===== src/rtl/sio_irq_pkg.sv =====
package sio_irq_pkg;
  localparam int NCH   = 2;
  localparam int NSRC  = 3;
  localparam int NPEND = NCH * NSRC;

  // source slot inside one channel's group of flags
  localparam int SRC_XS = 0;
  localparam int SRC_TX = 1;
  localparam int SRC_RX = 2;

  // two-bit condition codes placed below the channel bit
  localparam logic [1:0] ST_TX   = 2'b00;
  localparam logic [1:0] ST_XS   = 2'b01;
  localparam logic [1:0] ST_RX   = 2'b10;
  localparam logic [1:0] ST_SPEC = 2'b11;

  typedef enum logic [2:0] {
    CMD_NOP0    = 3'd0,
    CMD_NOP1    = 3'd1,
    CMD_CLR_XS  = 3'd2,
    CMD_NOP3    = 3'd3,
    CMD_ARM_RX  = 3'd4,
    CMD_CLR_TX  = 3'd5,
    CMD_ERR_RST = 3'd6,
    CMD_CLR_TOP = 3'd7
  } cmd_e;
endpackage


===== src/rtl/sio_irq_chan.sv =====
module sio_irq_chan #(
  parameter int NSRC = 3
) (
  input  logic            clk,
  input  logic            rst,
  input  logic [NSRC-1:0] set_i,
  input  logic [NSRC-1:0] clr_i,
  output logic [NSRC-1:0] nxt_o,
  output logic [NSRC-1:0] q_o
);
  // a set in the same cycle as a clear wins
  always_comb nxt_o = (q_o & ~clr_i) | set_i;

  always_ff @(posedge clk) begin
    if (rst) q_o <= '0;
    else     q_o <= nxt_o;
  end
endmodule


===== src/rtl/sio_irq_vec.sv =====
module sio_irq_vec
  import sio_irq_pkg::*;
#(
  parameter int VEC_W   = 8,
  parameter int FIELD_W = 3,
  parameter int LO_POS  = 1,
  parameter int HI_POS  = 4
) (
  input  logic [NPEND-1:0] pend_i,
  input  logic [VEC_W-1:0] vec_i,
  input  logic             hi_i,
  output logic [VEC_W-1:0] vec_o
);
  logic [FIELD_W-1:0] field;

  // higher flag index means higher priority; later iterations win
  always_comb begin
    field = {1'b0, ST_SPEC};
    for (int i = 0; i < NPEND; i++) begin
      if (pend_i[i]) begin
        field[FIELD_W-1] = (i >= NSRC);
        case (i % NSRC)
          SRC_RX:  field[FIELD_W-2:0] = ST_RX;
          SRC_TX:  field[FIELD_W-2:0] = ST_TX;
          default: field[FIELD_W-2:0] = ST_XS;
        endcase
      end
    end
  end

  always_comb begin
    vec_o = vec_i;
    if (hi_i) vec_o[HI_POS +: FIELD_W] = field;
    else      vec_o[LO_POS +: FIELD_W] = field;
  end
endmodule


===== src/rtl/sio_irq_ctrl.sv =====
module sio_irq_ctrl
  import sio_irq_pkg::*;
#(
  parameter int VEC_W = 8
) (
  input  logic             clk,
  input  logic             rst,
  input  logic [NCH-1:0]   ev_rx,
  input  logic [NCH-1:0]   ev_tx,
  input  logic [NCH-1:0]   ev_xs,
  input  logic [NCH-1:0]   en_xs,
  input  logic [NCH-1:0]   en_tx,
  input  logic [2*NCH-1:0] rx_mode,
  input  logic             mie,
  input  logic             stat_hi,
  input  logic             cmd_valid,
  input  logic             cmd_chan,
  input  logic [2:0]       cmd_code,
  input  logic             vec_wr,
  input  logic [VEC_W-1:0] vec_wdata,
  output logic [VEC_W-1:0] pend_byte,
  output logic [VEC_W-1:0] vec_a,
  output logic [VEC_W-1:0] vec_b,
  output logic             irq
);
  localparam int PAD_W = VEC_W - NPEND;

  logic [NPEND-1:0] pend_q, pend_nxt, set_v, clr_v, top_hot;
  logic [VEC_W-1:0] vec_q, vec_nxt, vec_b_nxt;
  logic [NPEND-1:0] pend_to_vec;
  logic [VEC_W-1:0] vec_to_vec;
  int               base;

  // per-channel flag groups
  for (genvar c = 0; c < NCH; c++) begin : g_ch
    assign set_v[c*NSRC + SRC_XS] = ev_xs[c] & en_xs[c];
    assign set_v[c*NSRC + SRC_TX] = ev_tx[c] & en_tx[c];
    assign set_v[c*NSRC + SRC_RX] = ev_rx[c] & (|rx_mode[2*c +: 2]);

    sio_irq_chan #(.NSRC(NSRC)) u_chan (
      .clk   (clk),
      .rst   (rst),
      .set_i (set_v[c*NSRC +: NSRC]),
      .clr_i (clr_v[c*NSRC +: NSRC]),
      .nxt_o (pend_nxt[c*NSRC +: NSRC]),
      .q_o   (pend_q[c*NSRC +: NSRC])
    );
  end

  // command decode
  always_comb begin
    clr_v   = '0;
    top_hot = '0;
    base    = cmd_chan ? NSRC : 0;
    for (int i = 0; i < NPEND; i++) begin
      if (pend_q[i]) begin
        top_hot    = '0;
        top_hot[i] = 1'b1;
      end
    end
    if (cmd_valid) begin
      case (cmd_e'(cmd_code))
        CMD_CLR_XS:  clr_v[base + SRC_XS] = 1'b1;
        CMD_ARM_RX:  clr_v[base + SRC_RX] = 1'b1;
        CMD_CLR_TX:  clr_v[base + SRC_TX] = 1'b1;
        CMD_CLR_TOP: clr_v = top_hot;
        default:     clr_v = '0;
      endcase
    end
  end

  // stored vector
  always_comb vec_nxt = vec_wr ? vec_wdata : vec_q;

  always_ff @(posedge clk) begin
    if (rst) vec_q <= '0;
    else     vec_q <= vec_nxt;
  end

  // during reset the merged vector is built from the cleared state
  assign pend_to_vec = rst ? '0 : pend_nxt;
  assign vec_to_vec  = rst ? '0 : vec_nxt;

  sio_irq_vec #(.VEC_W(VEC_W)) u_vec (
    .pend_i (pend_to_vec),
    .vec_i  (vec_to_vec),
    .hi_i   (stat_hi),
    .vec_o  (vec_b_nxt)
  );

  always_ff @(posedge clk) begin
    vec_b <= vec_b_nxt;
    if (rst) irq <= 1'b0;
    else     irq <= mie & (|pend_nxt);
  end

  assign pend_byte = {{PAD_W{1'b0}}, pend_q};
  assign vec_a     = vec_q;
endmodule


===== config.mk =====
export PLATFORM = sky130hd
export DESIGN_NAME = sio_irq_ctrl
export DESIGN_NICKNAME = d
export VERILOG_FILES = /design/src/rtl/sio_irq_pkg.sv /design/src/rtl/sio_irq_chan.sv /design/src/rtl/sio_irq_vec.sv /design/src/rtl/sio_irq_ctrl.sv
export SDC_FILE = /design/constraint.sdc
export NUM_CORES = 1
export LEC_CHECK = 0
export ABC_AREA = 1
export BUFFER_PORTS_ARGS = -buffer_cell sky130_fd_sc_hd__buf_2
export CAP_MARGIN = 0
export CORE_MARGIN = 2
export CORE_UTILIZATION = 45
export CTS_BUF_LIST = sky130_fd_sc_hd__clkbuf_16
export DETAILED_ROUTE_END_ITERATION = 10
export PLACE_DENSITY_LB_ADDON = 0.05
export SLEW_MARGIN = 20
export SYNTH_ARGS = -nofsm -noshare
export SYNTH_HDL_FRONTEND = slang
export SYNTH_HIERARCHICAL = 1
export SYNTH_SLANG_ARGS = --single-unit

===== constraint.sdc =====
create_clock -name clk -period 2.2 [get_ports clk]
set_input_delay 0 -clock clk [delete_from_list [all_inputs] [get_ports clk]]
set_output_delay 0 -clock clk [all_outputs]
set_load 0.01 [all_outputs]

# --- Yosys cells after proc, flatten, opt, wreduce, memory -nomap -nowiden ---
# Cells that the tools add are included.
op_classes:
  n_addsub: 2
  order_cmp: 6
  n_eq_ne: 4
  mux: 26
  n_bitwise: 13
  n_reduce_logical: 6
op_table:
  columns: ["cell", "n"]
  rows:
  - ["6-bit two-way mux", 7]
  - ["6-bit one-hot mux with 4 select lines", 1]
  - ["8-bit two-way mux", 2]
  - ["3-bit two-way mux", 5]
  - ["1-bit demux with 3-bit select", 3]
  - ["3-bit == test (second input constant)", 3]
  - ["3-bit by 4-bit < comparator with 1-bit output (second input constant)", 2]
  - ["2-bit two-way mux", 4]
  - ["1-bit AND", 7]
  - ["3-bit AND", 2]
  - ["3-bit by 1-bit greater-or-equal comparator with 1-bit output (second input constant)", 2]
  - ["3-bit NOT", 2]
  - ["3-bit OR", 2]
  - ["6-bit OR reduction", 1]
  - ["2-bit by 4-bit < comparator with 1-bit output (second input constant)", 1]
  - ["1-bit two-way mux", 4]
  - ["2-bit OR reduction", 2]
  - ["2-bit by 1-bit adder with 3-bit output (second input constant)", 1]
  - ["2-bit by 2-bit adder with 3-bit output (second input constant)", 1]
  - ["3-bit by 2-bit == test with 1-bit output (second input constant)", 1]
  - ["1-bit logical AND", 3]
  - ["2-bit by 1-bit greater-or-equal comparator with 1-bit output (second input constant)", 1]
word_totals:
  ff_bits: 23
  input_bits: 32
  output_inout_bits: 25
  word_cells: 62

# --- Longest topological paths before layout ---
logic_depth:
  ltp_word: 19
  ltp_mapped: 16
  mapped_depth_nobuf: 16

# --- By module ---
# Netlist, hierarchy kept.
by_module_without_submodules:
  columns: ["mod", "n_inst", "cells_per_inst", "area_each_um2", "seq_area_each_um2"]
  rows:
  - ["sio_irq_ctrl", 1, 108, 734.5, 340.3]
  - ["sio_irq_chan", 2, 18, 120.1, 60.1]
  - ["sio_irq_vec", 1, 27, 123.9, 0.0]

# --- Worst setup path after synthesis ---
# Ideal clock, no wire load.
synth_path:
  path_type: "register -> register"
  from: "register g_ch[1].u_chan.q_o[1]"
  to: "register vec_b[2]"
  setup_time_ps: 112
  t_arrival_ps: 1345
  required_time_ps: 2088
  slack_ps: 743
  stages_incl_launch_ff: 17
  n_path_buf: 0
  synth_period_minus_slack_ps: 1457
  path_cell_list: "dfxtp_1 > nor2_1 > nand2_1 > nor2_2 > nand2_1 > a21oi_1 > inv_1 > nand2_1 > nand2_1 > inv_1 > nor2_1 > inv_1 > o21ai_0 > nand2_1 > nand2_1 > nand2_1 > nand2_1"
synth_via:
  word_cells_on_any_way: 18
  cone_classes: "mux (12); bitwise (6)"
synth_lines:
  columns: ["item", "line_no", "source"]
  rows:
  - ["start: declaration", "sio_irq_chan.sv:9", "output logic [NSRC-1:0] q_o"]
  - ["start signal: assignment", "sio_irq_chan.sv:16", "else q_o <= nxt_o;"]
  - ["6-bit two-way mux (2 in series)", "sio_irq_ctrl.sv:56", "if (pend_q[i]) begin"]
  - ["6-bit one-hot mux with 4 select lines", "sio_irq_ctrl.sv:62", "case (cmd_e'(cmd_code))"]
  - ["6-bit two-way mux", "sio_irq_ctrl.sv:61", "if (cmd_valid) begin"]
  - ["via clr_v[2]", "sio_irq_ctrl.sv:28", "logic [NPEND-1:0] pend_q, pend_nxt, set_v, clr_v, top_hot;"]
  - ["3-bit NOT", "sio_irq_chan.sv:12", "always_comb nxt_o = (q_o & ~clr_i) | set_i;"]
  - ["3-bit AND", "sio_irq_chan.sv:12", null]
  - ["3-bit OR", "sio_irq_chan.sv:12", null]
  - ["via pend_nxt[2]", "sio_irq_ctrl.sv:28", null]
  - ["6-bit two-way mux", "sio_irq_ctrl.sv:81", "assign pend_to_vec = rst ? '0 : pend_nxt;"]
  - ["via pend_to_vec[2]", "sio_irq_ctrl.sv:30", "logic [NPEND-1:0] pend_to_vec;"]
  - ["2-bit two-way mux", "sio_irq_vec.sv:20", "if (pend_i[i]) begin"]
  - ["3-bit two-way mux (3 in series)", "sio_irq_vec.sv:20", null]
  - ["3-bit two-way mux", "sio_irq_vec.sv:33", "if (hi_i) vec_o[HI_POS +: FIELD_W] = field;"]
  - ["via vec_b_nxt[2]", "sio_irq_ctrl.sv:29", "logic [VEC_W-1:0] vec_q, vec_nxt, vec_b_nxt;"]
  - ["end signal: assignment", "sio_irq_ctrl.sv:92", "vec_b <= vec_b_nxt;"]
  - ["end: declaration", "sio_irq_ctrl.sv:23", "output logic [VEC_W-1:0] vec_b,"]
# The timed path passes the listed nets, and every way through them passes these cells.
# A chain may end at the register's enable or synchronous reset.

# --- Final worst setup path ---
layout_path:
  from: "register g_ch[1].u_chan.q_o[2]"
  to: "register vec_b[5]"
layout_via:
  word_cells_on_any_way: 17
  cone_classes: "mux (11); bitwise (6)"
layout_lines:
  columns: ["item", "line_no"]
  rows:
  - ["6-bit two-way mux", "sio_irq_ctrl.sv:56"]
  - ["6-bit one-hot mux with 4 select lines", "sio_irq_ctrl.sv:62"]
  - ["6-bit two-way mux", "sio_irq_ctrl.sv:61"]
  - ["via clr_v[1]", "sio_irq_ctrl.sv:28"]
  - ["3-bit NOT", "sio_irq_chan.sv:12"]
  - ["3-bit AND", "sio_irq_chan.sv:12"]
  - ["3-bit OR", "sio_irq_chan.sv:12"]
  - ["via pend_nxt[1]", "sio_irq_ctrl.sv:28"]
  - ["6-bit two-way mux", "sio_irq_ctrl.sv:81"]
  - ["via pend_to_vec[1]", "sio_irq_ctrl.sv:30"]
  - ["2-bit two-way mux (2 in series)", "sio_irq_vec.sv:20"]
  - ["3-bit two-way mux (3 in series)", "sio_irq_vec.sv:20"]
  - ["3-bit two-way mux", "sio_irq_vec.sv:33"]
  - ["via vec_b_nxt[5]", "sio_irq_ctrl.sv:29"]
# The timed path passes the listed nets, and every way through them passes these cells.

==> metrics.txt <==
FP Rows 17; CTS tree done; Tightest Hold Check Type primary input to flop; die width around 53 um; Nets 260; leakage power about 0.83 nW; Synth Area in Adders 0%; fin util around two thirds; post-CTS setup buffer count 0; GRT Total Usage a little under 20%; H-tree Lvls 1; Hold Path Depth 3; port buffer count between 50 and 60; highest net fanout along the worst path 5; Seq cells post-synth 23; initial core utilization roughly 50%; die area 2850 um^2; hpwl dp a little over 2 mm; HP Start vec_wdata[7]; Clk Latency, worst-skew pair between 0.2 and 0.3 ns; final setup violation count 0; violated checks negative hold slack; power per cell area between 700 and 800 nW/um^2; clock tree root buffer cell clkbuf_16; yosys synthesis warning count 6; Synth Area in Simple Gates between 20% and 30%; Final Skew 0.00361 ns; routability cong. between 0.7 and 0.8; Final Hold Fails 2; cell count after synthesis between 150 and 200; DR vias/cell about 4.6; peak supply drop 0.000532 V; DP Cell Count 250; crit path launch type flop; largest net degree at the start of global routing 14; Register Area roughly 460 um^2; initial antenna violation count 0; drt first-iter violations 12; Area Growth Syn to Fin 33.6%; xor/xnor share of the synthesized area 0%; Residual DRC 0; Arr. time, crit path ~1.8 ns; internal reg-to-reg setup slack 0.56 ns; n_diodes 0; Seq/Total Area, Yosys 41.9%; setup TNS 0 ns; Hold Buf Count CTS 1; area of the multi-input gates 477 um^2; status finished with violations; post-synthesis mux area share 0%; WS Path Type flop to flop; vias about 1200; Distinct cells, synth 18; fmax about 610 MHz; CTS buffer count 3; main combinational cell family by area after synthesis simple AND/OR/NAND/NOR gates; Tmin final 1.64 ns; Core Area roughly 2300 um^2; Reg clk slew, reported paths 0.06 ns; drt pass-1 iters 4; worst r2r src g_ch[1].u_chan/q_o[2]; total gr overflow 0; share of layout cells above drive strength 1 a little over a quarter; Mean Syn Cell Area approximately 6.4 um^2; Worst Hold End vec_b[7]; worst path required time about 2.4 ns; Synth Area in Compound Gates approximately an eighth; first-pass GRT wire length 3.94 mm; endpoint type of the worst setup path flop; final cell count without fillers 255; Ports 57; die height ~53 um; WHS -0.00175 ns; RSZ-0062 raised after global routing no; Tcrit/Tclk final between 70% and 80%; fill count around 240; Routed WL per cell between 9 and 10 um; worst-case reg-to-reg path depth 15; Post-Route WL roughly 2.5 mm; Max Cap Viol 0; Slew Viols, Final 0; Crit Reg-Reg Endpoint vec_b[5]; Routed Antenna Nets 0; Max Buffers Root-to-Sink 2; CTS resizes 0; Sink Count 23; vias in the first global route 966; mapped cell area between 1000 and 1500 um^2
cell families after synthesis:
kind of cell           count (synthesis)
AND/OR/NAND/NOR                       81
buffers and inverters                 40
AO/OA/AOI/OAI                         26
flip-flops                            23
other                                  1
Yosys cell counts:
| cell type | number | area (um^2) |
|---|---|---|
| nand2_1 | 39 | 146 |
| inv_1 | 35 | 131 |
| nor2_1 | 30 | 113 |
| dfxtp_1 | 23 | 460 |
| a21oi_1 | 12 | 60.1 |
| o21ai_0 | 9 | 45.0 |
| nand3_1 | 5 | 25.0 |
| buf_4 | 4 | 30.0 |
| nand4_1 | 3 | 18.8 |
| a31oi_1 | 2 | 12.5 |
| o21a_1 | 2 | 15.0 |
| conb_1 | 1 | 3.75 |
| inv_2 | 1 | 3.75 |
| nand3b_1 | 1 | 7.51 |
| nor2_2 | 1 | 6.26 |
| nor3_1 | 1 | 5.00 |
| nor3b_1 | 1 | 7.51 |
| o21bai_1 | 1 | 7.51 |
sequential cells by signal, indices dropped and copies added, names as in the netlist:
register / count
g_ch.u_chan/q_o: 6
irq: 1
vec_b: 8
vec_a: 8
layout make-up:
class | count | share of cell area, %
clock inverters | 1 | 0.341
flip-flops and latches | 23 | 31.4
well taps | 28 | 2.39
inverters | 36 | 9.21
repair buffers | 55 | 19.1
multi-input cells | 109 | 32.5
clock buffers | 3 | 5.12
critical path, stage by stage (launching register included):
cell and delay, ns:
dfxtp_1 0.34, nor2_1 0.13, nand2_1 0.08, nor2_2 0.12
nand2_1 0.06, a21oi_1 0.15, inv_1 0.05, nand2_1 0.07
nand2_1 0.05, inv_1 0.08, nor2_1 0.05, o21ai_0 0.15
nand2_1 0.07, nand2_1 0.07, nand2_1 0.05, nand2_1 0.05
per-layer routing:
layer,wire length (um),up-vias,global-route usage [%]
li1,-,628,-
met1,1110,503,22.7
met2,1190,31,32.9
met3,129,4,4.24
met4,38,0,8.97
met5,0,-,0
report_power, final:
| part | leakage [nW] | internal (W) | switching, W |
|---|---|---|---|
| Clock | 0.0409 | 0.000244 | 0.000145 |
| Combinational | 0.601 | 0.0000787 | 0.000111 |
| Sequential | 0.192 | 0.000452 | 0.0000148 |
through the flow:
step                      hold WS (ns)  setup WS, ns  power [W]  cell area [um^2]
after floorplan                 0.0691         0.743   0.000584              1100
after global placement           0.241         0.636   0.000660              1380
after detailed placement         0.231         0.591   0.000664              1380
after CTS                     0.000663         0.562    0.00106              1470
after global routing           0.00924         0.304    0.00110              1470
final                         -0.00175         0.562    0.00104              1470
layout by cell type, fill, tap and decap left out:
| cell type | instances |
|---|---|
| dfxtp_1 | 23 |
| nand2_1 | 39 |
| a31oi_1 | 2 |
| o21ai_0 | 9 |
| clkbuf_16 | 3 |
| nor3b_1 | 1 |
| nor2_1 | 30 |
| inv_2 | 1 |
| buf_2 | 54 |
| dlygate4sd3_1 | 1 |
| nand3_1 | 5 |
| inv_1 | 35 |
| conb_1 | 2 |
| nand4_1 | 3 |
| nor2_2 | 1 |
| clkinv_2 | 1 |
| nor3_1 | 1 |
| o21bai_1 | 1 |
| o21a_1 | 2 |
| a21oi_1 | 12 |
| nand3b_1 | 1 |
how the worst max path moves through the flow:
| stage | start | endpoint | slack [ns] | depth (start not counted) |
|---|---|---|---|---|
| 6_report | g_ch[1].u_chan/q_o[2] | vec_b[5] | 0.56 | 15 |
| 5_1_grt | g_ch[1].u_chan/q_o[1] | vec_b[2] | 0.30 | 15 |
| 4_1_cts | g_ch[1].u_chan/q_o[1] | vec_b[5] | 0.56 | 15 |
| 3_5_place_dp | g_ch[1].u_chan/q_o[1] | vec_b[5] | 0.59 | 15 |
| 3_3_place_gp | g_ch[1].u_chan/q_o[1] | vec_b[5] | 0.64 | 15 |
| 2_1_floorplan | g_ch[1].u_chan/q_o[1] | vec_b[2] | 0.74 | 16 |
Power figures use the tool's default switching activity.
